**src/rtl/xprobe_pkg.sv**
```systemverilog
package xprobe_pkg;

    localparam int REG_W    = 64;
    localparam int OFF_W    = 12;
    localparam int DEV_W    = 24;
    localparam int PROC_W   = 20;
    localparam int CAUSE_W  = 11;
    localparam int PPN_W    = 44;
    localparam int PROC_LSB = 12;
    localparam int DEV_LSB  = REG_W - DEV_W;
    localparam int CODE_LSB = 10;
    localparam int GAP_HI_W = DEV_LSB - (PROC_LSB + PROC_W);
    localparam int GAP_LO_W = PROC_LSB - 1;

    localparam logic [OFF_W-1:0] OFF_ADDR = 12'h258;
    localparam logic [OFF_W-1:0] OFF_CTL  = 12'h260;
    localparam logic [OFF_W-1:0] OFF_RSP  = 12'h268;

    localparam logic [CAUSE_W-1:0] CAUSE_NO_CTX = 11'd256;

    typedef struct packed {
        logic [REG_W-1:0]  iova;
        logic [DEV_W-1:0]  dev_id;
        logic [PROC_W-1:0] proc_id;
    } xreq_t;

    typedef struct packed {
        logic               ctx_ok;
        logic               fault;
        logic [CAUSE_W-1:0] cause;
        logic [PPN_W-1:0]   ppn;
    } xrsp_t;

    typedef enum logic [1:0] {
        ST_IDLE  = 2'd0,
        ST_ISSUE = 2'd1,
        ST_WAIT  = 2'd2
    } xstate_t;

    function automatic logic [REG_W-1:0] pack_fault(input logic [CAUSE_W-1:0] cause);
        logic [REG_W-1:0] w;
        w = '0;
        w[0] = 1'b1;
        w[CODE_LSB +: CAUSE_W] = cause;
        return w;
    endfunction

    function automatic logic [REG_W-1:0] pack_page(input logic [PPN_W-1:0] ppn);
        logic [REG_W-1:0] w;
        w = '0;
        w[CODE_LSB +: PPN_W] = ppn;
        return w;
    endfunction

    function automatic logic [REG_W-1:0] ctl_view(input xreq_t r, input logic busy);
        return {r.dev_id, {GAP_HI_W{1'b0}}, r.proc_id, {GAP_LO_W{1'b0}}, busy};
    endfunction

endpackage

```
**src/rtl/xprobe_fmt.sv**
```systemverilog
module xprobe_fmt
    import xprobe_pkg::*;
(
    input  xrsp_t            rsp,
    output logic [REG_W-1:0] word
);

    always_comb begin
        if (!rsp.ctx_ok) begin
            word = pack_fault(CAUSE_NO_CTX);
        end else if (rsp.fault) begin
            word = pack_fault(rsp.cause);
        end else begin
            word = pack_page(rsp.ppn);
        end
    end

endmodule

```
**src/rtl/xprobe_regs.sv**
```systemverilog
module xprobe_regs
    import xprobe_pkg::*;
(
    input  logic             clk,
    input  logic             rst,
    input  logic             bus_we,
    input  logic [OFF_W-1:0] bus_addr,
    input  logic [REG_W-1:0] bus_wdata,
    output logic [REG_W-1:0] bus_rdata,
    input  logic             done,
    input  logic [REG_W-1:0] rsp_word,
    output logic             start,
    output logic             busy,
    output xreq_t            req
);

    xreq_t            req_q;
    logic             busy_q;
    logic [REG_W-1:0] rsp_q;
    logic             wr_addr;
    logic             wr_go;
    logic             unused_wbits;

    assign wr_addr = bus_we && (bus_addr == OFF_ADDR) && !busy_q;
    assign wr_go   = bus_we && (bus_addr == OFF_CTL) && !busy_q && bus_wdata[0];
    assign unused_wbits = ^{bus_wdata[DEV_LSB-1 -: GAP_HI_W], bus_wdata[GAP_LO_W:1]};

    always_ff @(posedge clk) begin
        if (rst) begin
            req_q  <= '0;
            busy_q <= 1'b0;
            rsp_q  <= '0;
        end else begin
            if (wr_addr) begin
                req_q.iova <= bus_wdata;
            end
            if (wr_go) begin
                req_q.dev_id  <= bus_wdata[DEV_LSB +: DEV_W];
                req_q.proc_id <= bus_wdata[PROC_LSB +: PROC_W];
                busy_q        <= 1'b1;
            end else if (done) begin
                busy_q <= 1'b0;
            end
            if (done) begin
                rsp_q <= rsp_word;
            end
        end
    end

    always_comb begin
        unique case (bus_addr)
            OFF_ADDR: bus_rdata = req_q.iova;
            OFF_CTL:  bus_rdata = ctl_view(req_q, busy_q);
            OFF_RSP:  bus_rdata = rsp_q;
            default:  bus_rdata = '0;
        endcase
    end

    assign start = wr_go;
    assign busy  = busy_q;
    assign req   = req_q;

    AST_ADDR_FROZEN: assert property (@(posedge clk) disable iff (rst)
        busy_q |=> $stable(req_q));

    AST_RSP_HOLD_IDLE: assert property (@(posedge clk) disable iff (rst)
        !busy_q |=> $stable(rsp_q));

    AST_DONE_CLEARS: assert property (@(posedge clk) disable iff (rst)
        done |=> !busy_q);

    AST_FAULT_FMT: assert property (@(posedge clk) disable iff (rst)
        rsp_q[0] |-> (rsp_q[REG_W-1:CODE_LSB+CAUSE_W] == '0) && (rsp_q[CODE_LSB-1:1] == '0));

    AST_PAGE_FMT: assert property (@(posedge clk) disable iff (rst)
        !rsp_q[0] |-> (rsp_q[CODE_LSB-1:0] == '0) && (rsp_q[REG_W-1:CODE_LSB+PPN_W] == '0));

endmodule

```
**src/rtl/xprobe_seq.sv**
```systemverilog
module xprobe_seq
    import xprobe_pkg::*;
(
    input  logic clk,
    input  logic rst,
    input  logic start,
    output logic req_valid,
    input  logic req_ready,
    input  logic rsp_valid,
    output logic done
);

    xstate_t state_q;
    xstate_t state_d;

    always_comb begin
        state_d = state_q;
        unique case (state_q)
            ST_IDLE:  if (start)     state_d = ST_ISSUE;
            ST_ISSUE: if (req_ready) state_d = ST_WAIT;
            ST_WAIT:  if (rsp_valid) state_d = ST_IDLE;
            default:                 state_d = ST_IDLE;
        endcase
    end

    always_ff @(posedge clk) begin
        if (rst) begin
            state_q <= ST_IDLE;
        end else begin
            state_q <= state_d;
        end
    end

    assign req_valid = (state_q == ST_ISSUE);
    assign done      = (state_q == ST_WAIT) && rsp_valid;

    AST_REQ_HOLD: assert property (@(posedge clk) disable iff (rst)
        req_valid && !req_ready |=> req_valid);

    AST_START_IDLE: assert property (@(posedge clk) disable iff (rst)
        start |-> state_q == ST_IDLE);

endmodule

```
**src/rtl/xprobe_port.sv**
```systemverilog
module xprobe_port
    import xprobe_pkg::*;
(
    input  logic               clk,
    input  logic               rst,
    input  logic               bus_we,
    input  logic [OFF_W-1:0]   bus_addr,
    input  logic [REG_W-1:0]   bus_wdata,
    output logic [REG_W-1:0]   bus_rdata,
    output logic               cap_probe_present,
    output logic               eng_req_valid,
    input  logic               eng_req_ready,
    output logic [REG_W-1:0]   eng_req_addr,
    output logic [DEV_W-1:0]   eng_req_dev,
    output logic [PROC_W-1:0]  eng_req_proc,
    input  logic               eng_rsp_valid,
    input  logic               eng_rsp_ctx_ok,
    input  logic               eng_rsp_fault,
    input  logic [CAUSE_W-1:0] eng_rsp_cause,
    input  logic [PPN_W-1:0]   eng_rsp_ppn
);

    logic             start;
    logic             busy;
    logic             done;
    xreq_t            req;
    xrsp_t            rsp;
    logic [REG_W-1:0] rsp_word;

    assign rsp = '{ctx_ok: eng_rsp_ctx_ok, fault: eng_rsp_fault,
                   cause: eng_rsp_cause, ppn: eng_rsp_ppn};

    xprobe_regs u_regs (
        .clk       (clk),
        .rst       (rst),
        .bus_we    (bus_we),
        .bus_addr  (bus_addr),
        .bus_wdata (bus_wdata),
        .bus_rdata (bus_rdata),
        .done      (done),
        .rsp_word  (rsp_word),
        .start     (start),
        .busy      (busy),
        .req       (req)
    );

    xprobe_seq u_seq (
        .clk       (clk),
        .rst       (rst),
        .start     (start),
        .req_valid (eng_req_valid),
        .req_ready (eng_req_ready),
        .rsp_valid (eng_rsp_valid),
        .done      (done)
    );

    xprobe_fmt u_fmt (
        .rsp  (rsp),
        .word (rsp_word)
    );

    assign eng_req_addr      = req.iova;
    assign eng_req_dev       = req.dev_id;
    assign eng_req_proc      = req.proc_id;
    assign cap_probe_present = 1'b1;

    AST_NOCTX_CODE: assert property (@(posedge clk) disable iff (rst)
        done && !eng_rsp_ctx_ok |-> rsp_word == 64'h40001);

    AST_VALID_BUSY: assert property (@(posedge clk) disable iff (rst)
        eng_req_valid |-> busy);

endmodule

```
**config.mk**
```make
export PLATFORM = sky130hd
export DESIGN_NAME = xprobe_port
export DESIGN_NICKNAME = d
export VERILOG_FILES = /design/src/rtl/xprobe_pkg.sv /design/src/rtl/xprobe_fmt.sv /design/src/rtl/xprobe_regs.sv /design/src/rtl/xprobe_seq.sv /design/src/rtl/xprobe_port.sv
export SDC_FILE = /design/constraint.sdc
export NUM_CORES = 1
export LEC_CHECK = 0
export BUFFER_PORTS_ARGS = -buffer_cell sky130_fd_sc_hd__buf_2
export CORE_MARGIN = 2
export CORE_UTILIZATION = 40
export CTS_BUF_LIST = sky130_fd_sc_hd__clkbuf_4 sky130_fd_sc_hd__clkbuf_8
export CTS_CLUSTER_SIZE = 8
export DETAILED_ROUTE_END_ITERATION = 7
export HOLD_SLACK_MARGIN = 0.08
export PLACE_DENSITY = 0.7
export REMOVE_ABC_BUFFERS = 1
export SLEW_MARGIN = 0
export SYNTH_ARGS = -nofsm -noshare
export SYNTH_HDL_FRONTEND = slang
export SYNTH_SLANG_ARGS = --single-unit
export TNS_END_PERCENT = 20
```
**constraint.sdc**
```tcl
create_clock -name clk -period 2.8 [get_ports clk]
set_input_delay 0.28 -clock clk [delete_from_list [all_inputs] [get_ports clk]]
set_output_delay 0.28 -clock clk [all_outputs]
set_load 0.02 [all_outputs]
```
==> impl_metrics.ini, run 1 <==
[yosys]
yosys_register_bits = 156
yosysWarningCount = 0
synth.top_cell.area_share_pct = 46.92
postSynthAreaPerCell_um2 = 8.068
synth_largest_area_cell = dfxtp_1
synth_area_um2 = 6656
netlist_instances = 825
ys_top_cells_by_area = dfxtp_1 (47%), nand2_1 (10%), a21oi_1 (8.3%), a22oi_1 (8.1%), nand3_1 (3.3%)
sequential_to_total_area_share_from_yosys_stat_pct = 46.92
synth.lib_cells_used.distinct = 34

[clock_tree]
clock_slew_at_reported_path_ffs_ps = 80
postCtsHoldBufs = 97
tritoncts_clock_tree = built
level_count_of_the_clock_h_tree = 4
tritoncts_num_sinks = 156
clk_root_buffer_cell = clkbuf_8
cts-buffers-inserted = 17
clockBufferDepth = 2
clk_latency_ps = 460
post_cts_resize_count = 0
count_of_buffers_added_by_post_cts_timing_repair_for_setup = 0

[timing]
fmax_ghz = 0.3876
final-max-slew-violation-count = 0
setup_repair_after_global_routing_missed_its_margin = no
worst-slew-pin-transition_ps = 918.0
timing.max_slew.rel_slack_pct = 38.62
min_period_over_period_pct = 92.14
clock_skew_ps = 11.59
report.final.hold_viol_count = 0
final_setup_violation_count = 0
min_period_ps = 2580
totalNegativeSetupSlack_ps = 0

[cells_and_area]
final_net_count = 1329
antennaDiodeCount = 0
sequential_cell_area_um2 = 3123
fillCellCount = 1478
layout-drive-gt1-share_pct = 30.90
multi_input_area_um2 = 3109
area_growth_pct = 45.75
finalInstanceArea_um2 = 9702

[routing]
detailedRoute.firstPassIterationCount = 5
avgViaCountPerCell = 5.333
ant_nets = 0
route.top_layer_used = met4
met1_length_um = 9578
routed_met3_length_um = 1533
wl_met2_um = 11480
detail_route.drc_violations = 0
vias = 7594
wire_per_inst_um = 16.25
drt_iter0_markers = 536
drt-total-wl_um = 23140

[die]
boundaryPins = 312
fp.dieW_um = 133
total_die_area_um2 = 17690
core-area_um2 = 16410
start_util_pct = 40.57
die_height_um = 133
std_cell_rows = 47

[pwr]
share_seq_of_total_power_pct = 52.1
power_report.internal_total_mw = 3.274
peakVddDrop_uv = 260.9
design_power_total_mw = 4.256
switching_share_pct = 23.09
net-switching-power_uw = 982.7
comb_power_share_pct = 7.5
power_density_nw_per_um2 = 438.7
clkPwrFrac_pct = 40.4
leakage_power_nw = 4.368

[placed_design]
port_buffers = 310
post-dp-hpwl_um = 14390
finalWeightedCongestion = 0.7862
placedInstanceArea_um2 = 8327

[global_routing]
grt_antenna_before_repair = 0
track_usage_pct = 25.36
grt_remaining_overflow = 0
maximum_number_of_pins_on_one_net_before_global_route_repair = 87
grt_first_pass_wirelength_um = 36430
grt_pass1_vias = 7199

[status]
run_status = complete, no violations

[worst_setup_path]
rrSetupSlack_ps = 540
path_max_fanout = 50
regToRegStartpoint = u_regs.busy
required_time_worst_endpoint_ps = 2520
data_arrival_time_of_the_critical_path_ps = 2300
endpoint_kind = primary output
critical_path.endpoint = bus_rdata[52]
worst-setup-path-type = input pin to primary output
r2r_end = u_regs.req[47]
kind_of_start_point_of_the_critical_path = input pin
worst_reg_to_reg_cells = 5
setup.worst_path.start = bus_addr[8]

[worst_hold_path]
worst_hold_path_type = input pin to flop

[flow_run]
cap_viol_max_count = 0
routing by layer:
| layer | vias up | global-route usage [%] |
|---|---|---|
| met1 | 3584 | 30.79 |
| met5 | - | 0 |
| met4 | 0 | 9.498 |
| met3 | 57 | 5.556 |
| li1 | 3609 | - |
| met2 | 344 | 43.98 |
cells by family after synthesis:
kind of cell,after synthesis,share of synthesized area [%]
multiplexers,11,1.654
buffers and inverters,86,6.485
other,1,0.05634
AO/OA/AOI/OAI,256,23.82
AND/OR/NAND/NOR,315,21.07
flip-flops,156,46.92
placed cells by master (no fill, tap or decap), types with 7 or more instances in the layout:
cell type / count
buf_2: 309
nand2_1: 185
dfxtp_1: 156
a21oi_1: 111
dlygate4sd3_1: 97
a22oi_1: 72
nor2_1: 56
nand3_1: 44
o21ai_0: 26
a22o_1: 20
clkbuf_8: 20
o21ai_1: 18
mux2i_1: 11
buf_4: 11
and2_1: 9
inv_1: 8
buf_12: 8
a222oi_1: 7
through the flow:
stage | std cells | setup WS (ps) | utilization (%) | hold WS (ps)
2_1_floorplan | 747 | -1419 | - | 349.1
3_3_place_gp | 1295 | 295.2 | 50.75 | 448.3
3_5_place_dp | 1295 | 255.4 | 50.75 | 451.7
4_1_cts | 1424 | 249.0 | 59.13 | 82.36
5_1_grt | 1424 | 153.4 | 59.13 | 90.67
6_report | 1424 | 220.2 | 59.13 | 106.0
how the worst min path moves through the flow:
stage / start / endpoint / slack, ps / depth (start not counted)
after floorplan: rst / u_regs.busy / 350 / 1
after global placement: u_regs.req[49] / u_regs.req[49] / 450 / 2
after detailed placement: u_regs.req[49] / u_regs.req[49] / 450 / 2
after CTS: eng_req_ready / u_seq.state_q[1] / 80 / 3
after global routing: eng_req_ready / u_seq.state_q[0] / 90 / 3
final: eng_req_ready / u_seq.state_q[1] / 110 / 3
synthesized netlist by cell type:
| library cell | number |
|---|---|
| nand2_1 | 185 |
| dfxtp_1 | 156 |
| a21oi_1 | 111 |
| a22oi_1 | 72 |
| nor2_1 | 56 |
| clkbuf_1 | 53 |
| nand3_1 | 44 |
| o21ai_0 | 26 |
| a22o_1 | 20 |
| o21ai_1 | 18 |
| buf_6 | 11 |
| mux2i_1 | 11 |
| and2_1 | 9 |
| buf_2 | 9 |
| inv_1 | 8 |
| a222oi_1 | 7 |
| buf_4 | 4 |
| nand3b_1 | 4 |
| nor4_4 | 4 |
| or4_1 | 2 |
| or4b_2 | 2 |
| a211oi_1 | 1 |
| and3b_1 | 1 |
| buf_1 | 1 |
| conb_1 | 1 |
| nand2_2 | 1 |
| nand2b_1 | 1 |
| nor2b_1 | 1 |
| nor3b_1 | 1 |
| o41ai_2 | 1 |
| or3_1 | 1 |
| or3b_2 | 1 |
| or4b_1 | 1 |
| or4bb_1 | 1 |
state kept, by name (all words and copies together), names as in the netlist:
signal         count
u_regs.req       108
u_seq.state_q      2
u_regs.busy        1
u_regs.rsp_q      45
power groups by stage:
stage / combinational (mW) / clock [mW] / sequential [mW]
final: 0.321 / 1.72 / 2.22
after global routing: 0.342 / 1.84 / 2.22
after CTS: 0.316 / 1.75 / 2.22
after detailed placement: 0.207 / 0 / 2.27
after global placement: 0.208 / 0 / 2.27
after floorplan: 0.0381 / 0 / 2.27
layout make-up:
cell class	instances	area share (%)
well taps	220	2.837
inverters	8	0.3095
repair buffers	425	28.45
clock buffers	22	2.992
clock inverters	10	1.174
multi-input cells	583	32.05
flip-flops and latches	156	32.19
critical path, cell delays in order:
cell     delay, ps
buf_2           90
or4b_1         730
nor4_4         470
buf_12         290
a22oi_1        140
nand2_1         90
buf_2          170
Power figures use the tool's default switching activity.
==> inputs of run 2 (changes only) <==
Settings changed: CORE_UTILIZATION 40 to 48, PLACE_DENSITY 0.7 to 0.82.
==> impl_metrics.ini, run 2 (synthesis gave the netlist of run 1 again) <==
[status]
run_status = complete, no violations

[cells_and_area]
area_growth_pct = 44.30
final_net_count = 1325
antennaDiodeCount = 0
max_ffs_per_register = 108
most_common_cell_after_layout_fill_and_taps_aside = buf_2
mostFrequentLayoutCells = buf_2 (309), nand2_1 (185), dfxtp_1 (156)
layout-drive-gt1-share_pct = 31.08
finish.cell_count_without_fillers = 1380

[clock_tree]
clk_root_buffer_cell = clkbuf_8
cts-buffers-inserted = 17
clk_latency_ps = 440
post_cts_resize_count = 0
clock_slew_at_reported_path_ffs_ps = 90
count_of_buffers_added_by_post_cts_timing_repair_for_setup = 0
tritoncts_num_sinks = 156
postCtsHoldBufs = 92
clockBufferDepth = 2
tritoncts_clock_tree = built
level_count_of_the_clock_h_tree = 4

[placed_design]
finalWeightedCongestion = 0.7900
port_buffers = 310
post-dp-hpwl_um = 14380
placed_cells_incl_taps = 1256

[die]
std_cell_rows = 43
core-area_um2 = 13720
total_die_area_um2 = 14830
start_util_pct = 48.52
fp.dieW_um = 121.8
boundaryPins = 312
die_height_um = 121.8

[worst_setup_path]
critical-path-top-cell-by-count = buf_2
worst_path_max_delay_cell = or4b_1
endpoint_kind = primary output
critical_path.top_delay_family = simple AND/OR/NAND/NOR gates
rrSetupSlack_ps = 510
worstPathCellList = buf_2 > or4b_1 > nor4_4 > buf_4 > a22oi_1 > nand2_1 > buf_2
setup.worst_path.start = bus_addr[8]
worst-setup-path-type = input pin to primary output
cp.buffers_inverters = 3
regToRegStartpoint = u_regs.busy
worst_reg_to_reg_cells = 5
max_stage_delay_ps = 730
r2r_end = u_regs.req[78]
path_max_fanout = 25
kind_of_start_point_of_the_critical_path = input pin
required_time_worst_endpoint_ps = 2520
data_arrival_time_of_the_critical_path_ps = 2360

[routing]
drt-total-wl_um = 23920
drt_iter0_markers = 848
detail_route.drc_violations = 0
ant_nets = 0
detailedRoute.firstPassIterationCount = 8
wire_per_inst_um = 17.33
avgViaCountPerCell = 5.709
vias = 7879

[timing]
report.final.hold_viol_count = 0
timing.max_slew.rel_slack_pct = 48.07
setup_repair_after_global_routing_missed_its_margin = no
final_setup_violation_count = 0
worst-slew-pin-transition_ps = 776.6
final-max-slew-violation-count = 0
min_period_over_period_pct = 94.35
min_period_ps = 2642
hold_ws_ps = 117.2
clock_skew_ps = 12.15
fmax_ghz = 0.3785

[global_routing]
grt_remaining_overflow = 0
grt_antenna_before_repair = 0
grt_first_pass_wirelength_um = 35980
track_usage_pct = 30.51
maximum_number_of_pins_on_one_net_before_global_route_repair = 91
grt_pass1_vias = 7295

[pwr]
leakage_power_nw = 4.352
power_density_nw_per_um2 = 449.1
peakVddDrop_uv = 290.4

[worst_hold_path]
holdPathStages = 3
worst_hold_path_type = input pin to flop
holdPathEnd = u_regs.req[68]
startpoint_of_the_worst_hold_path = bus_wdata[24]

[flow_run]
cap_viol_max_count = 0
-- run 2: cell types whose count changed in the layout (fill, tap and decap cells not counted) --
cell and change:
dlygate4sd3_1 -5, buf_4 +3, buf_12 -2, clkbuf_4 -2
bufinv_16 +1, clkbuf_8 -1, clkinv_2 -1, clkinv_4 +1
clkinvlp_4 +1, inv_6 +1
-- run 2: per-stage QoR --
stage	setup WS, ps	instance area [um2]	power [mW]	utilization (%)	setup TNS [ps]
global route	83.49	9605	4.454	70.01	0
floorplan	-1419	6255	2.307	-	-159270
CTS	220.8	9605	4.328	70.01	0
detailed placement	226.3	8259	2.473	60.20	0
global placement	239.5	8259	2.474	60.20	0
finish	158.3	9605	4.313	70.01	0
-- run 2: where the power goes --
group | switching, mW | internal (mW) | leakage, nW
sequential | 0.000115 | 2.22 | 1.26
clock | 0.848 | 0.932 | 0.201
combinational | 0.145 | 0.172 | 2.90
-- run 2: tightest hold or removal path, delay by kind of cell --
| family | cells | cell delay [ps] |
|---|---|---|
| AOI/OAI and AO/OA | 1 | 60 |
| and+or+nand+nor | 1 | 50 |
| buffers and inverters | 1 | 120 |
-- run 2: layer usage --
metal	GRT usage, %	share of wire (%)	routed length [um]	up-vias
met5	0	0	0	-
met4	16.52	3.6	854	0
met3	7.022	8.9	2127	74
met2	53.07	50	12000	513
met1	34.54	37	8931	3692
li1	-	-	-	3600
-- run 2: layout make-up --
| type | instances | area [um2] |
|---|---|---|
| fill | 1040 | 4114 |
| sequential | 156 | 3123 |
| multi-input combinational | 583 | 3109 |
| timing repair buffer | 421 | 2693 |
| clock buffer | 19 | 261.5 |
| tap | 180 | 225.2 |
| clock inverter | 13 | 163.9 |
| inverter | 8 | 30.03 |
-- run 2: how the worst max path moves through the flow --
stage / endpoint / slack, ps / cells after the start
2_1_floorplan: bus_rdata[0] / -1420 / 4
3_3_place_gp: bus_rdata[47] / 240 / 8
3_5_place_dp: bus_rdata[50] / 230 / 7
4_1_cts: bus_rdata[47] / 220 / 8
5_1_grt: bus_rdata[24] / 80 / 7
6_report: bus_rdata[24] / 160 / 7
==> inputs of run 3 (changes only) <==
Settings changed: CELL_PAD_IN_SITES_DETAIL_PLACEMENT set to 1, CELL_PAD_IN_SITES_GLOBAL_PLACEMENT set to 2, CORE_UTILIZATION 48 to 26, MAX_ROUTING_LAYER set to met4, PLACE_DENSITY 0.82 to unset, PLACE_DENSITY_LB_ADDON set to 0.1.
==> impl_metrics.ini, run 3 (synthesis gave the netlist of run 1 again) <==
[status]
run_status = complete, no violations

[timing]
worst-slew-pin-transition_ps = 675.0
totalNegativeSetupSlack_ps = 0
final-max-slew-violation-count = 0
timing.max_slew.rel_slack_pct = 55.00
final_setup_violation_count = 0
setup_repair_after_global_routing_missed_its_margin = no
min_period_ps = 2595
min_period_over_period_pct = 92.67
clock_skew_ps = 25.76
report.final.hold_viol_count = 0
timing.final.ws_setup_ps = 205.4
fmax_ghz = 0.3854

[worst_hold_path]
worst_hold_path_type = input pin to flop

[placed_design]
finalWeightedCongestion = 0.7283
post-place-ws_ps = 191.1
post-dp-hpwl_um = 17920
port_buffers = 310
placedInstanceArea_um2 = 8481

[clock_tree]
tritoncts_clock_tree = built
clock_slew_at_reported_path_ffs_ps = 80
post_cts_resize_count = 0
count_of_buffers_added_by_post_cts_timing_repair_for_setup = 0
clk_root_buffer_cell = clkbuf_8
level_count_of_the_clock_h_tree = 4
clockBufferDepth = 2
cts-buffers-inserted = 17
tritoncts_num_sinks = 156
postCtsHoldBufs = 97
clk_latency_ps = 470

[pwr]
power_density_nw_per_um2 = 428.2
power_report.internal_total_mw = 3.077
net-switching-power_mw = 1.128
design_power_total_mw = 4.205
switching_share_pct = 26.82
comb_power_share_pct = 7.9
leakage_power_nw = 4.363
peakVddDrop_uv = 198.1
clkPwrFrac_pct = 39.4
share_seq_of_total_power_pct = 52.7

[routing]
vias = 7424
route.top_layer_used = met4
ant_nets = 0
avgViaCountPerCell = 4.830
drt-total-wl_um = 28040
routed_met3_length_um = 1353
met1_length_um = 13320
detail_route.drc_violations = 0
wire_per_inst_um = 18.25
drt_iter0_markers = 404
wl_met2_um = 13190
detailedRoute.firstPassIterationCount = 5

[cells_and_area]
finalInstanceArea_um2 = 9821
most_common_cell_after_layout_fill_and_taps_aside = buf_2
fillCellCount = 3147
mostFrequentLayoutCells = buf_2 (309), nand2_1 (185), dfxtp_1 (156)
max_ffs_per_register = 108
sequential_cell_area_um2 = 3123
layout-drive-gt1-share_pct = 31.09
multi_input_area_um2 = 3110
area_growth_pct = 47.54
final_net_count = 1331

[global_routing]
maximum_number_of_pins_on_one_net_before_global_route_repair = 65
grt_pass1_vias = 7464
grt_remaining_overflow = 0
grt_antenna_before_repair = 1
track_usage_pct = 21.19
grt_first_pass_wirelength_um = 42950

[flow_run]
cap_viol_max_count = 0

[die]
start_util_pct = 26.43
total_die_area_um2 = 26900
std_cell_rows = 58
boundaryPins = 312
core-area_um2 = 25180
die_height_um = 164.0
fp.dieW_um = 164.0

[worst_setup_path]
endpoint_kind = primary output
data_arrival_time_of_the_critical_path_ps = 2310
path_max_fanout = 58
worst-setup-path-type = input pin to primary output
kind_of_start_point_of_the_critical_path = input pin
required_time_worst_endpoint_ps = 2520
==> run 3: per-layer routing <==
layer,vias up,GRT usage (%)
met4,0,4.346
met5,-,-
met3,12,3.636
met1,3574,28.09
met2,221,34.09
li1,3617,-
==> run 3: worst max-delay path, stage by stage <==
cell	delay [ps]
buf_2	90
or4b_1	740
nor4_4	410
buf_12	330
a222oi_1	160
inv_1	90
buf_2	170
==> run 3: path summary, 6_finish.rpt <==
check                   from          endpoint  slack [ps]  cells after the start
max              bus_addr[8]     bus_rdata[18]         210                      7
min            eng_req_ready  u_seq.state_q[1]         130                      3
max reg2reg      u_regs.busy    u_regs.req[53]         500                      5
min reg2reg  u_regs.req[103]   u_regs.req[103]         470                      2
==> run 3: cell type report <==
cell class / count / area share (%)
flip-flops and latches: 156 / 31.80
multi-input cells: 583 / 31.67
repair buffers: 427 / 28.26
well taps: 330 / 4.204
clock buffers: 19 / 2.663
clock inverters: 13 / 1.070
inverters: 8 / 0.3058
diodes: 1 / 0.02548
==> run 3: through the flow <==
stage | std cells | utilization [%] | hold WS, ps
finish | 1537 | 39.00 | 128.5
global route | 1537 | 39.00 | 120.8
CTS | 1536 | 38.99 | 96.96
detailed placement | 1407 | 33.68 | 457.4
global placement | 1407 | 33.68 | 449.2
floorplan | 747 | - | 349.1
==> run 3: power groups by stage <==
| stage | Combinational [mW] | Clock [mW] | Sequential (mW) |
|---|---|---|---|
| after global routing | 0.364 | 1.81 | 2.22 |
| after CTS | 0.335 | 1.73 | 2.22 |
| final | 0.333 | 1.65 | 2.22 |
| after floorplan | 0.0381 | 0 | 2.27 |
| after global placement | 0.224 | 0 | 2.27 |
| after detailed placement | 0.224 | 0 | 2.27 |
